$ cat src/rtl/gpio_bank_pkg.sv
// Shared definitions for the GPIO bank: register width and word addresses.
// Assumes a 32-bit register port with at most 32 lines per bank.
package gpio_bank_pkg;
    localparam int REG_W  = 32;
    localparam int ADDR_W = 3;

    typedef enum logic [ADDR_W-1:0] {
        RA_LEVEL = 3'd0,
        RA_DRIVE = 3'd1,
        RA_OEN   = 3'd2,
        RA_STAT  = 3'd3,
        RA_CLR   = 3'd4,
        RA_IEN   = 3'd5,
        RA_KIND  = 3'd6,
        RA_POL   = 3'd7
    } reg_addr_e;
endpackage

$ cat src/rtl/gpio_in_sync.sv
// Two-flop synchronizer per line plus a history flop for edge detection.
// Assumes pin_in is asynchronous to clk; outputs are clk-domain samples.
module gpio_in_sync #(
    parameter int N = 32
) (
    input  logic         clk,
    input  logic         rst_n,
    input  logic [N-1:0] pin_in,
    output logic [N-1:0] smp_cur,
    output logic [N-1:0] smp_prev
);
    logic [N-1:0] meta_q;

    // Shift pins through two sync stages and keep one cycle of history.
    always_ff @(posedge clk) begin
        if (!rst_n) begin
            meta_q   <= '0;
            smp_cur  <= '0;
            smp_prev <= '0;
        end else begin
            meta_q   <= pin_in;
            smp_cur  <= meta_q;
            smp_prev <= smp_cur;
        end
    end
endmodule

$ cat src/rtl/gpio_trig_detect.sv
// Per-line trigger evaluation: edge or level, active high/rising or low/falling.
// Pure combinational; assumes synchronized current and previous samples.
module gpio_trig_detect #(
    parameter int N = 32
) (
    input  logic [N-1:0] smp_cur,
    input  logic [N-1:0] smp_prev,
    input  logic [N-1:0] kind_edge,
    input  logic [N-1:0] pol_high,
    output logic [N-1:0] hit
);
    for (genvar i = 0; i < N; i++) begin : g_line
        logic rise_w, fall_w, lvl_w;
        assign rise_w = smp_cur[i] & ~smp_prev[i];
        assign fall_w = ~smp_cur[i] & smp_prev[i];
        assign lvl_w  = pol_high[i] ? smp_cur[i] : ~smp_cur[i];

        // Select the trigger condition configured for this line.
        always_comb begin
            if (kind_edge[i]) hit[i] = pol_high[i] ? rise_w : fall_w;
            else              hit[i] = lvl_w;
        end
    end
endmodule

$ cat src/rtl/gpio_irq_latch.sv
// Sticky status bits with write-1-to-clear and the level summary interrupt.
// Assumes a same-cycle hit must win over a clear of the same bit.
module gpio_irq_latch #(
    parameter int N = 32
) (
    input  logic         clk,
    input  logic         rst_n,
    input  logic [N-1:0] hit,
    input  logic         clr_wr,
    input  logic [N-1:0] clr_mask,
    input  logic [N-1:0] ien,
    output logic [N-1:0] stat_q,
    output logic         irq_out
);
    logic [N-1:0] clr_eff;

    // Apply the clear mask only on a clear-register write.
    assign clr_eff = clr_wr ? clr_mask : '0;

    // Latch hits; clear acknowledged bits; hits take priority.
    always_ff @(posedge clk) begin
        if (!rst_n) stat_q <= '0;
        else        stat_q <= (stat_q & ~clr_eff) | hit;
    end

    // Summary is any pending status with its enable set.
    assign irq_out = |(stat_q & ien);
endmodule

$ cat src/rtl/gpio_cfg_regs.sv
// Configuration registers written through the register port.
// Assumes only the low N bits of wdata are meaningful; the rest are dropped.
module gpio_cfg_regs
    import gpio_bank_pkg::*;
#(
    parameter int N = 32
) (
    input  logic              clk,
    input  logic              rst_n,
    input  logic              wr_en,
    input  logic [ADDR_W-1:0] addr,
    input  logic [REG_W-1:0]  wdata,
    output logic [N-1:0]      drive_q,
    output logic [N-1:0]      oen_q,
    output logic [N-1:0]      ien_q,
    output logic [N-1:0]      kind_q,
    output logic [N-1:0]      pol_q,
    output logic              clr_wr,
    output logic [N-1:0]      clr_mask
);
    logic [N-1:0] wd;
    assign wd = wdata[N-1:0];

    if (N < REG_W) begin : g_hi
        logic unused_hi;
        assign unused_hi = ^wdata[REG_W-1:N];
    end

    // Decode a clear write for the status latch.
    assign clr_wr   = wr_en && (reg_addr_e'(addr) == RA_CLR);
    assign clr_mask = wd;

    // Update the addressed configuration register on a write strobe.
    always_ff @(posedge clk) begin
        if (!rst_n) begin
            drive_q <= '0;
            oen_q   <= '0;
            ien_q   <= '0;
            kind_q  <= '0;
            pol_q   <= '0;
        end else if (wr_en) begin
            case (reg_addr_e'(addr))
                RA_DRIVE: drive_q <= wd;
                RA_OEN:   oen_q   <= wd;
                RA_IEN:   ien_q   <= wd;
                RA_KIND:  kind_q  <= wd;
                RA_POL:   pol_q   <= wd;
                default:  ;
            endcase
        end
    end
endmodule

$ cat src/rtl/gpio_irq_bank.sv
// GPIO bank top: pin drive, synchronized readback and interrupt detection.
// Assumes NUM_LINES <= 32; unused upper register bits read as zero.
module gpio_irq_bank
    import gpio_bank_pkg::*;
#(
    parameter int NUM_LINES = 32
) (
    input  logic                 clk,
    input  logic                 rst_n,
    input  logic                 wr_en,
    input  logic                 rd_en,
    input  logic [ADDR_W-1:0]    addr,
    input  logic [REG_W-1:0]     wdata,
    output logic [REG_W-1:0]     rdata,
    input  logic [NUM_LINES-1:0] pin_in,
    output logic [NUM_LINES-1:0] pin_out,
    output logic [NUM_LINES-1:0] pin_oe,
    output logic                 irq_out
);
    localparam int N = NUM_LINES;

    logic [N-1:0] smp_cur, smp_prev, trig_vec, stat_q;
    logic [N-1:0] drive_q, oen_q, ien_q, kind_q, pol_q, clr_mask;
    logic         clr_wr;
    logic [N-1:0] rd_sel;
    logic [REG_W-1:0] rd_word;

    gpio_in_sync #(.N(N)) u_sync (
        .clk(clk), .rst_n(rst_n), .pin_in(pin_in),
        .smp_cur(smp_cur), .smp_prev(smp_prev)
    );

    gpio_cfg_regs #(.N(N)) u_cfg (
        .clk(clk), .rst_n(rst_n), .wr_en(wr_en), .addr(addr), .wdata(wdata),
        .drive_q(drive_q), .oen_q(oen_q), .ien_q(ien_q), .kind_q(kind_q),
        .pol_q(pol_q), .clr_wr(clr_wr), .clr_mask(clr_mask)
    );

    gpio_trig_detect #(.N(N)) u_det (
        .smp_cur(smp_cur), .smp_prev(smp_prev),
        .kind_edge(kind_q), .pol_high(pol_q), .hit(trig_vec)
    );

    gpio_irq_latch #(.N(N)) u_lat (
        .clk(clk), .rst_n(rst_n), .hit(trig_vec), .clr_wr(clr_wr),
        .clr_mask(clr_mask), .ien(ien_q), .stat_q(stat_q), .irq_out(irq_out)
    );

    assign pin_out = drive_q;
    assign pin_oe  = oen_q;

    // Select the register addressed by a read.
    always_comb begin
        case (reg_addr_e'(addr))
            RA_LEVEL: rd_sel = smp_cur;
            RA_DRIVE: rd_sel = drive_q;
            RA_OEN:   rd_sel = oen_q;
            RA_STAT:  rd_sel = stat_q;
            RA_IEN:   rd_sel = ien_q;
            RA_KIND:  rd_sel = kind_q;
            RA_POL:   rd_sel = pol_q;
            default:  rd_sel = '0;
        endcase
    end

    // Zero-extend the selected lines to the port width.
    always_comb begin
        rd_word         = '0;
        rd_word[N-1:0]  = rd_sel;
    end

    // Capture read data on a read strobe and hold it otherwise.
    always_ff @(posedge clk) begin
        if (!rst_n)     rdata <= '0;
        else if (rd_en) rdata <= rd_word;
    end
endmodule

$ cat config.mk
export PLATFORM = sky130hd
export DESIGN_NAME = gpio_irq_bank
export DESIGN_NICKNAME = d
export VERILOG_FILES = /design/src/rtl/gpio_bank_pkg.sv /design/src/rtl/gpio_in_sync.sv /design/src/rtl/gpio_trig_detect.sv /design/src/rtl/gpio_irq_latch.sv /design/src/rtl/gpio_cfg_regs.sv /design/src/rtl/gpio_irq_bank.sv
export SDC_FILE = /design/constraint.sdc
export NUM_CORES = 1
export LEC_CHECK = 0
export BUFFER_PORTS_ARGS = -buffer_cell sky130_fd_sc_hd__buf_2
export CAP_MARGIN = 20
export CORE_ASPECT_RATIO = 0.5
export CORE_MARGIN = 2
export CORE_UTILIZATION = 58
export CTS_CLUSTER_SIZE = 25
export DETAILED_ROUTE_END_ITERATION = 10
export GPL_TIMING_DRIVEN = 0
export PLACE_DENSITY = 0.88
export SETUP_SLACK_MARGIN = 0.02
export SLEW_MARGIN = 30
export SYNTH_ARGS = -nofsm -noshare
export SYNTH_HDL_FRONTEND = slang
export SYNTH_HIERARCHICAL = 1
export SYNTH_SLANG_ARGS = --single-unit
$ cat constraint.sdc
create_clock -name clk -period 1.68 [get_ports clk]
set_input_delay 0.336 -clock clk [delete_from_list [all_inputs] [get_ports clk]]
set_output_delay 0.336 -clock clk [all_outputs]
set_load 0.03 [all_outputs]
# After elaboration in Yosys (flattened, before gate mapping)
# Cells that the tools add are included.
[classes]
n_eq_ne = 7
n_bitwise = 132
mux = 98
reduce_logical = 8
[ops]
columns = ["op", "count"]
rows = [
  ["$pmux 32 s7", 1],
  ["$mux 1", 96],
  ["$and 1x1->1", 64],
  ["$and 32x32->32", 2],
  ["$not 1->1", 64],
  ["$mux 32", 1],
  ["$not 32->32", 1],
  ["$or 32x32->32", 1],
  ["$reduce_or 32->1", 1],
  ["$eq 3x3->1 const B", 4],
  ["$reduce_and 2->1", 5],
  ["$eq 3x2->1 const B", 2],
  ["$eq 3x1->1 const B", 1],
  ["$logic_not 3->1", 1],
  ["$logic_and 1x1->1", 1],
]
[totals]
regBits = 320
input_bits = 71
out_inout_bits = 97
wordCells = 255

# Longest topological paths before layout
# Gate-level depths: netlist of the first run.
[logic_depth]
ltp_word = 6
depth_mapped = 7
depth_no_buf = 5

# Cells and area by module
# Netlist of the first run, hierarchy kept.
[by_module_without_submodules]
columns = ["module", "area_each_um2", "cells_per_inst", "instances", "seq_area_each_um2"]
rows = [
  ["gpio_cfg_regs", 6014.5, 591, 1, 3203.1],
  ["gpio_irq_bank", 2791.4, 280, 1, 640.6],
  ["gpio_in_sync", 2603.7, 202, 1, 1921.8],
  ["gpio_irq_latch", 1311.3, 155, 1, 640.6],
  ["gpio_trig_detect", 840.8, 128, 1, 0.0],
]

# Worst setup path before layout of the first run
# OpenSTA, ideal clock, no wires.
[synth_path]
kind = "register to output"
startpoint = "register u_cfg.ien_q[3]"
endpoint = "output irq_out"
arrival_time_ps = 1250
n_path_buf = 0
required_time_ps = 1344
setup_slack_ps = 94
stages_incl_launch_ff = 4
path_cell_list = "dfxtp_1 a22oi_2 nand4_1 or4_1"
[synth_via]
elab_chain_len = 2
[synth_rtl]
columns = ["element", "line", "rtl"]
rows = [
  ["start: declaration", "gpio_cfg_regs.sv:15", "output logic [N-1:0] ien_q,"],
  ["start signal: assignment", "gpio_cfg_regs.sv:45", "RA_IEN: ien_q <= wd;"],
  ["$and 32x32->32", "gpio_irq_latch.sv:27", "assign irq_out = |(stat_q & ien);"],
  ["$reduce_or 32->1", "gpio_irq_latch.sv:27", ""],
  ["end: declaration", "gpio_irq_bank.sv:18", "output logic irq_out"],
]
# Every way passes these cells.

# Worst setup path in the final report of the first run
[layout_path]
startpoint = "register u_lat.stat_q[7]"
endpoint = "output irq_out"
[layout_via]
elab_chain_len = 2
[layout_rtl]
columns = ["element", "line", "rtl"]
rows = [
  ["start: declaration", "gpio_irq_latch.sv:12", "output logic [N-1:0] stat_q,"],
  ["start signal: assignment", "gpio_irq_latch.sv:23", "else stat_q <= (stat_q & ~clr_eff) | hit;"],
  ["$and 32x32->32", "gpio_irq_latch.sv:27", ""],
  ["$reduce_or 32->1", "gpio_irq_latch.sv:27", ""],
]
# Every way passes these cells.

==> results by group, run 1 <==
Run status
  – Outcome: finished, violations left
  – Failing checks: negative setup slack

Power and ir drop
  – P_leak: 7.21 nW
  – Max IR drop VDD: 607 uV
  – Final Total Pwr: 16.4 mW
  – P per Cell Area: 1030 nW/um^2

Min path
  – Worst Hold Class: input pin to flop
  – WHS Path Cells: 2
  – Hold_sp: pin_in[23]

Logic synthesis
  – FF+latch count, synth: 320
  – Post-Syn Instances: 1356
  – Post-synth top area cell: dfxtp_1
  – Mapped Nets: 1427
  – YS warnings: 6
  – Seq/Total Area, Yosys: 47.2%
  – Top cell type's share of synthesized area: 47.2%
  – Post-synth top flop: dfxtp_1
  – Post-synth ARST share: 0%
  – Dominant cells by area after synthesis: dfxtp_1 47%, mux2i_1 14%, nand2_1 6.4%
  – Most common cell in the netlist: dfxtp_1
  – Post-synthesis cell type count: 39
  – Mapped cell area: 13600 um^2
  – EDFF count, synth: 0
  – Mean Syn Cell Area: 10.0 um^2
  – Most frequent cells after synthesis: 320 x dfxtp_1, 233 x nand2_1, 186 x mux2i_1

Route
  – 1st-iter DRT viols: 1310
  – DRC viols: 0
  – Routed WL: 43.7 mm
  – Via count: 11708
  – Per-cell routed wire length: 23.0 um
  – DR pass1 iterations: 8
  – Routed Antenna Nets: 0
  – Vias per std cell: 6.16

STA
  – Layout Skew: 0.0151 ns
  – Maximum clock rate: 431 MHz
  – Final setup fails: 1
  – Setup tns final: -0.642 ns
  – Hold Vio Cnt, Final: 0
  – Fin crit share: 138%
  – Slew Limit Fails: 0
  – RSZ-0062 raised after global routing: true
  – Final setup margin: -0.642 ns
  – Worst-margin pin slew: 0.817 ns
  – Final worst path period need: 2.32 ns
  – Slew HR: 45.5%

GRT
  – Gr usage total: 34.8%
  – First-pass GRT wire length: 65.2 mm
  – Initial antenna violation count: 0
  – Largest net degree at the start of global routing: 18
  – Total gr overflow: 0
  – Vias in the first global route: 11606

Floorplanning
  – Core Region: 22900 um^2
  – Die W: 220 um
  – Initial core utilization: 59.3%
  – Die Ht: 112 um
  – Die area: 24700 um^2
  – Row Count: 39
  – Count of boundary I/O pins: 168

Placement
  – Gpl congestion: 0.940
  – IO Port Bufs: 164
  – Post-DP HPWL: 30.6 mm
  – DP Worst Slack: -0.566 ns
  – Dpl cell area: 14800 um^2

Setup path
  – Critical Path Slowest Stage Cell: or4_4
  – Setup crit end kind: primary output
  – CP bufs+invs: 1
  – Data arrival time of the critical path: 1.99 ns
  – WP data required: 1.34 ns
  – Critical Path Stages: 4
  – CP delay by family, top: simple AND/OR/NAND/NOR gates
  – Worst-path cell chain: a22oi_2 -> nand4_1 -> or4_4 -> buf_6
  – Worst Setup SP: u_lat/stat_q[7]
  – CP max FO: 3
  – Crit start category: flop
  – R2R depth: 4
  – Critical path class: flop to primary output
  – RR Startpoint: u_lat/stat_q[15]
  – CP peak stage delay: 0.46 ns

Flow run
  – Max-cap viol count: 0

Layout
  – Share of cells above drive strength 1: 22.3%
  – Final nets: 1646
  – Fin area: 16000 um^2
  – Area Overhead vs Synth: 18.1%
  – Ant. Diodes: 0

Clock network
  – TritonCTS buffer count: 27
  – CTS tree: done
  – Skew-Pair Late Insertion Delay: 0.57 ns
  – CTS sink count: 320
  – Clock-pin slew on the worst setup and hold paths: 0.07 ns
  – Max Root-Sink Buffers: 3
  – Root buffer cell: clkbuf_16
  – Number of H-tree levels: 1
==> final timing paths <==
| kind | slack (ns) | to |
|---|---|---|
| setup / recovery | -0.64 | irq_out |
| hold / removal | 0.002 | u_sync/meta_q[23] |
| setup reg to reg | 0.26 | rdata[15] |
| hold reg to reg | 0.43 | u_sync/smp_cur[18] |
==> cell families after synthesis <==
| group | share of synthesized area (%) |
|---|---|
| and+or+nand+nor | 17.2 |
| DFF | 47.2 |
| AOI/OAI and AO/OA | 12.0 |
| muxes | 18.0 |
| buffers and inverters | 5.54 |
==> metrics by stage <==
stage               utilization (%)  hold slack (ns)  std cells
finish                         70.0          0.00171       1900
detailed placement             64.5            0.418       1827
floorplan                         -            0.406       1356
global route                   70.0           0.0129       1900
global placement               64.5            0.414       1827
CTS                            69.9          0.00363       1900
==> sequential cells by signal, summed over array words and instances, names as in the netlist <==
signal           count
u_lat/stat_q        32
rdata               32
u_cfg/pol_q         32
u_cfg/drive_q       32
u_sync/smp_cur      32
u_cfg/ien_q         32
u_sync/meta_q       32
u_sync/smp_prev     32
u_cfg/kind_q        32
u_cfg/oen_q         32
==> cell type report <==
type,count,area [um^2]
plain buffers,122,749
well taps,307,384
flip-flops and latches,320,6430
repair buffers,190,1080
fillers,1655,6860
inverters,2,7.51
clock buffers,34,742
clock inverters,13,171
multi-input cells,912,6450
==> repair_timing <==
action / CTS / global route
setup endpoints to repair: 6 / 34
pin swaps: 8 / 7
gates resized for setup: 19 / 18
setup buffers: 1 / 0
hold buffers: 25 / 0
endpoints found under the hold margin: 25 / 0
==> layer usage <==
layer,track usage [%],share of wire [%],vias to the layer above,wire (um)
li1,-,-,5122,-
met1,47.7,40,5631,17600
met2,53.9,44,784,19200
met3,6.31,11,171,4950
met4,16.0,4.5,0,1960
met5,0,0,-,0
==> cells in the final DEF (no fill, tap or decap), types with 6 or more instances in the layout <==
| master | Yosys | layout |
|---|---|---|
| o21ai_1 | 22 | 22 |
| clkbuf_1 | 37 | 36 |
| buf_2 | 32 | 195 |
| a22o_1 | 39 | 39 |
| a221o_1 | 13 | 13 |
| a22oi_2 | 3 | 11 |
| clkinv_2 | 0 | 7 |
| a32o_1 | 25 | 25 |
| a21oi_1 | 57 | 57 |
| nand2_1 | 233 | 233 |
| nor2_1 | 39 | 39 |
| dlygate4sd3_1 | 0 | 25 |
| nand2b_1 | 57 | 57 |
| a211oi_1 | 6 | 6 |
| nor2b_1 | 34 | 34 |
| dfxtp_1 | 320 | 301 |
| mux2i_1 | 186 | 186 |
| clkbuf_16 | 0 | 27 |
| buf_4 | 41 | 42 |
| mux4_2 | 25 | 25 |
| dfxtp_2 | 0 | 19 |
| a21boi_1 | 32 | 32 |
| buf_6 | 8 | 9 |
| and2_1 | 98 | 98 |
| a222oi_1 | 6 | 6 |
==> power by group <==
part           switching (mW)  leakage (nW)  internal, mW  total [mW]
clock                    2.87         0.454          3.74        6.60
combinational            1.03          4.14         0.704        1.73
sequential              0.253          2.62          7.86        8.11
total                    4.15          7.21          12.3        16.4
(Power assumes the default switching activity.)
==> run 2, diff against run 1 <==
Settings changed: CTS_CLUSTER_SIZE 25 to 20, SETUP_SLACK_MARGIN 0.02 to not set.
==> run 2 against run 1 <==
The run still ends with negative setup slack left. Final area about the same. Setup slack got worse by 0.037 ns. Sequential share of layout area about the same. First-iteration DRC count decreased by 0.31%. Count of clock-buffer cells in the layout unchanged. Flip-flop and latch count unchanged. Utilization about the same. Via count increased by 0.68%. Register-to-register slack about the same. Clock skew decreased by 0.0031 ns. Power about the same. Combinational power about the same. Largest cell class unchanged. Largest power group unchanged.
==> results by group, run 2 (same netlist as run 1, synthesis figures left out) <==
Run status
  – Outcome: finished, violations left
  – Failing checks: negative setup slack

GRT
  – Total gr overflow: 0 (unchanged)
  – Vias in the first global route: 11606 (unchanged)
  – First-pass GRT wire length: 65.2 mm (unchanged)
  – Largest net degree at the start of global routing: 18 (unchanged)
  – Initial antenna violation count: 0 (unchanged)
  – Gr usage total: 34.8% (unchanged)

Floorplanning
  – Die W: 220 um (unchanged)
  – Die Ht: 112 um (unchanged)
  – Count of boundary I/O pins: 168 (unchanged)
  – Row Count: 39 (unchanged)
  – Die area: 24700 um^2 (unchanged)
  – Core Region: 22900 um^2 (unchanged)
  – Initial core utilization: 59.3% (unchanged)

Clock network
  – Skew-Pair Late Insertion Delay: 0.57 ns (about the same)
  – CTS tree: done
  – Clock-pin slew on the worst setup and hold paths: 0.07 ns (about the same)
  – CTS sink count: 320 (unchanged)
  – Number of H-tree levels: 1 (unchanged)
  – TritonCTS buffer count: 27 (unchanged)
  – Root buffer cell: clkbuf_16
  – Max Root-Sink Buffers: 3 (unchanged)

Setup path
  – RR Startpoint: u_lat/stat_q[15]
  – Worst-path cell chain: a22oi_2 -> nand4_1 -> or4_4 -> buf_6
  – CP peak stage delay: 0.46 ns (about the same)
  – CP max FO: 3 (unchanged)
  – Worst Setup SP: u_lat/stat_q[7]
  – CP bufs+invs: 1 (unchanged)
  – Data arrival time of the critical path: 2.02 ns (+0.03 ns)
  – Critical path class: flop to primary output
  – Critical Path Slowest Stage Cell: or4_4
  – WP data required: 1.34 ns (about the same)
  – CP delay by family, top: simple AND/OR/NAND/NOR gates
  – Setup crit end kind: primary output
  – Crit start category: flop

Placement
  – Gpl congestion: 0.940 (unchanged)
  – DP Worst Slack: -0.566 ns (unchanged)
  – IO Port Bufs: 164 (unchanged)
  – Post-DP HPWL: 30.6 mm (unchanged)

Route
  – DR pass1 iterations: 7 (-1)
  – Routed Antenna Nets: 0 (unchanged)
  – Routed WL: 43.7 mm (about the same)
  – 1st-iter DRT viols: 1306 (-0.31%)
  – Per-cell routed wire length: 23.0 um (about the same)
  – Vias per std cell: 6.20 (+0.68%)
  – DRC viols: 0 (unchanged)
  – Via count: 11788 (+0.68%)

STA
  – Hold Vio Cnt, Final: 0 (unchanged)
  – Final setup margin: -0.679 ns (-0.0368 ns)
  – Setup tns final: -0.743 ns (-0.101 ns)
  – RSZ-0062 raised after global routing: true
  – Maximum clock rate: 424 MHz (-1.6%)
  – Fin crit share: 140% (+2.2 points)
  – Slew HR: 44.0% (-1.6 points)
  – Final setup fails: 4 (+3)
  – Layout Skew: 0.0121 ns (-0.00305 ns)
  – Worst-margin pin slew: 0.841 ns (+0.0235 ns)
  – Slew Limit Fails: 0 (unchanged)
  – Final worst path period need: 2.36 ns (+0.0368 ns)

Min path
  – Hold_sp: pin_in[23]
  – Worst Hold Class: input pin to flop

Layout
  – Most frequent cells in the layout: 301 x dfxtp_1, 233 x nand2_1, 195 x buf_2
  – Share of cells above drive strength 1: 22.2% (-0.13 points)
  – Final nets: 1646 (unchanged)
  – Area Overhead vs Synth: 18.1% (about the same)
  – Ant. Diodes: 0 (unchanged)
  – Most common cell after layout, fill and taps aside: dfxtp_1

Power and ir drop
  – P_leak: 7.20 nW (about the same)
  – Max IR drop VDD: 607 uV (about the same)
  – P per Cell Area: 1030 nW/um^2 (about the same)
  – Final Total Pwr: 16.4 mW (about the same)

Flow run
  – Max-cap viol count: 0 (unchanged)
-- run 2: changes by cell type in the layout (fill, tap and decap cells not counted) --
cell,previous run,this run
clkbuf_2,4,2
clkbuf_1,36,38
-- run 2: timing repair --
action | 4_1_cts | 5_1_grt
hold buffers | 25 | 0
resized for setup | 18 | 16
pin swaps | 8 | 7
gates cloned | 0 | 0
endpoints found under the setup margin | 2 | 33
hold endpoints to repair | 25 | 0
buffers inserted | 1 | 0
-- run 2: through the flow --
step | utilization, % | hold slack, ns | instances | instance area, um^2
floorplan | - | 0.406 | 1356 | 13600
global placement | 64.5 | 0.414 | 1827 | 14800
detailed placement | 64.5 | 0.418 | 1827 | 14800
CTS | 69.9 | 0.00363 | 1900 | 16000
global route | 70.0 | 0.0129 | 1900 | 16000
finish | 70.0 | 0.00296 | 1900 | 16000
-- run 2: worst paths after layout --
path,to,slack (ns),depth (start not counted)
setup / recovery,irq_out,-0.68,4
hold / removal,u_sync/meta_q[23],0.003,2
setup reg to reg,rdata[15],0.26,4
hold reg to reg,u_sync/smp_cur[18],0.43,1
-- run 2: layout make-up --
cell class,count,area (um^2)
inverters,2,7.51
fillers,1653,6870
flip-flops and latches,320,6430
clock inverters,13,171
clock buffers,34,742
well taps,307,384
repair buffers,190,1080
multi-input cells,912,6450
plain buffers,122,747
-- run 2: layer usage --
| layer | track usage, % | part of all wire (%) | vias up |
|---|---|---|---|
| li1 | - | - | 5123 |
| met2 | 53.9 | 44 | 816 |
| met1 | 47.7 | 40 | 5676 |
| met5 | 0 | 0 | - |
| met4 | 16.0 | 4.4 | 0 |
| met3 | 6.31 | 12 | 173 |
-- run 2: power breakdown --
part / switching [mW] / internal [mW] / total (mW)
combinational: 1.03 / 0.703 / 1.73
clock: 2.85 / 3.74 / 6.59
sequential: 0.252 / 7.86 / 8.11
total: 4.13 / 12.3 / 16.4
-- run 2: worst register-to-register path: stages, from the launching register on --
cell and delay [ns]:
dfxtp_2 0.34, buf_4 0.13, mux4_2 0.43, nand2b_1 0.15, a32o_1 0.26
==> run 3, diff against run 2 <==
Settings changed: CORE_UTILIZATION 58 to 45, PLACE_DENSITY 0.88 to 0.72.
==> run 3 against run 2 <==
The flow still finishes with violations (negative setup slack). Setup slack got worse by 0.017 ns. Flip-flop and latch count unchanged. Non-clock buffer count increased by 5. Clock power increased by 4.4%. Combinational power about the same. Power increased by 1.6%. Highest routed layer unchanged.
==> results by group, run 3 (same netlist as run 1, synthesis figures left out) <==
Run status
  – Outcome: finished, violations left
  – Failing checks: negative setup slack

Clock network
  – Root buffer cell: clkbuf_16
  – Skew-Pair Late Insertion Delay: 0.56 ns (about the same)
  – Clock-pin slew on the worst setup and hold paths: 0.07 ns (about the same)
  – TritonCTS buffer count: 29 (+7.4%)
  – Number of H-tree levels: 1 (unchanged)
  – Max Root-Sink Buffers: 3 (unchanged)
  – CTS sink count: 320 (unchanged)
  – CTS tree: done

Flow run
  – Max-cap viol count: 0 (unchanged)

Placement
  – Post-placement cell count: 1911 (+4.6%)
  – Gpl congestion: 0.940 (about the same)
  – IO Port Bufs: 164 (unchanged)
  – DP Worst Slack: -0.649 ns (-0.0826 ns)
  – Post-DP HPWL: 29.8 mm (-2.8%)

STA
  – Slew Limit Fails: 0 (unchanged)
  – RSZ-0062 raised after global routing: true
  – Worst-margin pin slew: 0.804 ns (-0.0370 ns)
  – Final setup fails: 1 (-3)
  – Final setup margin: -0.696 ns (-0.0172 ns)
  – Layout Skew: 0.0100 ns (-0.00208 ns)
  – Maximum clock rate: 421 MHz (-0.72%)
  – Final worst path period need: 2.38 ns (+0.0172 ns)
  – Hold Vio Cnt, Final: 0 (unchanged)
  – Slew HR: 46.4% (+2.5 points)
  – Fin crit share: 141% (+1.0 points)

Layout
  – Most common cell after layout, fill and taps aside: dfxtp_1
  – Footprint of the multi-input gates: 6450 um^2 (unchanged)
  – Ant. Diodes: 0 (unchanged)
  – Most frequent cells in the layout: 311 x dfxtp_1, 233 x nand2_1, 195 x buf_2
  – Area Overhead vs Synth: 19.7%
  – Register area: 6420 um^2 (-0.16%)
  – Final nets: 1653 (+0.43%)
  – Fin cells: 1993 (+4.9%)
  – Share of cells above drive strength 1: 21.8% (-0.44 points)
  – Layout Utilization: 55.3% (-15 points)
  – Fill cells: 2616 (+58%)

Route
  – Via count: 11069 (-6.1%)
  – Routed Antenna Nets: 0 (unchanged)
  – DR pass1 iterations: 5 (-2)
  – 1st-iter DRT viols: 956 (-27%)
  – Per-cell routed wire length: 21.4 um (-6.8%)
  – Vias per std cell: 5.55 (-10%)
  – Routed WL: 42.7 mm (-2.2%)
  – DRC viols: 0 (unchanged)

Setup path
  – Setup crit end kind: primary output
  – Critical path class: flop to primary output
  – Crit start category: flop
  – CP bufs+invs: 1 (unchanged)
  – CP peak stage delay: 0.57 ns (+0.11 ns)
  – Critical Path Stages: 4 (unchanged)
  – CP max FO: 3 (unchanged)
  – Critical Path Slowest Stage Cell: or4_4
  – CP delay by family, top: simple AND/OR/NAND/NOR gates
  – Worst-path cell chain: a22oi_2 -> nand4_1 -> or4_4 -> buf_6
  – R2R depth: 4 (unchanged)
  – WP data required: 1.34 ns (about the same)
  – Data arrival time of the critical path: 2.04 ns (+0.02 ns)

Min path
  – Worst Hold Class: input pin to flop
  – WHS Path Cells: 2 (unchanged)

GRT
  – Initial antenna violation count: 0 (unchanged)
  – Vias in the first global route: 10495 (-9.6%)
  – M2 GR Usage: 41.8% (-12 points)
  – First-pass GRT wire length: 63.1 mm (-3.2%)
  – Largest net degree at the start of global routing: 18 (unchanged)
  – Total gr overflow: 0 (unchanged)
  – Gr busiest metal: met2
  – Gr usage total: 26.3% (-8.6 points)
  – Met1 usage: 36.1% (-12 points)
  – Met3 usage: 4.84% (-1.5 points)

Floorplanning
  – Initial core utilization: 46.2% (-13 points)
  – Die W: 250 um (+13%)
  – Count of boundary I/O pins: 168 (unchanged)
  – Die area: 31600 um^2 (+28%)
  – Core Region: 29300 um^2 (+28%)
  – Die Ht: 127 um (+13%)
  – Row Count: 44 (+13%)

Power and ir drop
  – P_leak: 7.26 nW (+0.79%)
  – P per Cell Area: 1030 nW/um^2 (+0.31%)
  – Max IR drop VDD: 819 uV (+35%)
run 3: changes by cell type in the layout (fill, tap and decap cells not counted), sizes merged:
| cell | change |
|---|---|
| clkbuf | +5 |
| inv | -1 |
| buf | +1 |
| dlygate4sd3 | +4 |
run 3: power by group:
| part | internal (mW) | total, mW | switching [mW] | leakage (nW) |
|---|---|---|---|---|
| Combinational | 0.711 | 1.71 | 1.00 | 4.16 |
| Clock | 3.99 | 6.88 | 2.89 | 0.483 |
| Sequential | 7.86 | 8.11 | 0.248 | 2.62 |
run 3: per-layer routing:
metal	up-vias	part of all wire (%)
met5	-	0
li1	5146	-
met4	0	3.5
met1	5376	44
met2	461	44
met3	86	8.3
run 3: through the flow:
step / instance area [um^2] / hold slack (ns) / setup TNS, ns / power [mW]
finish: 16200 / 0.0106 / -0.696 / 16.7
global route: 16200 / 0.0169 / -0.694 / 17.2
CTS: 16200 / 0.00235 / -0.669 / 16.7
detailed placement: 14900 / 0.417 / -87.16 / 9.87
global placement: 14900 / 0.413 / -86.00 / 9.85
floorplan: 13600 / 0.406 / 0 / 9.24
run 3: path summary, 6_finish.rpt:
kind | startpoint | slack, ns | end
max | u_lat/stat_q[2] | -0.70 | irq_out
min | pin_in[3] | 0.01 | u_sync/meta_q[3]
max reg2reg | u_lat/stat_q[1] | 0.23 | rdata[1]
min reg2reg | u_sync/meta_q[3] | 0.43 | u_sync/smp_cur[3]
run 3: timing repair:
item	4_1_cts	5_1_grt
endpoints found under the setup margin	31	35
hold endpoints to repair	29	0
buffers inserted	2	0
pin swaps	8	6
gates resized for setup	14	15
hold buffers	29	0
run 3: layout make-up:
cell class,instances,area share [%]
inverters,2,0.0463
flip-flops and latches,320,39.6
well taps,391,3.01
multi-input cells,912,39.8
clock inverters,12,1.00
clock buffers,39,5.01
plain buffers,122,4.62
repair buffers,195,6.98
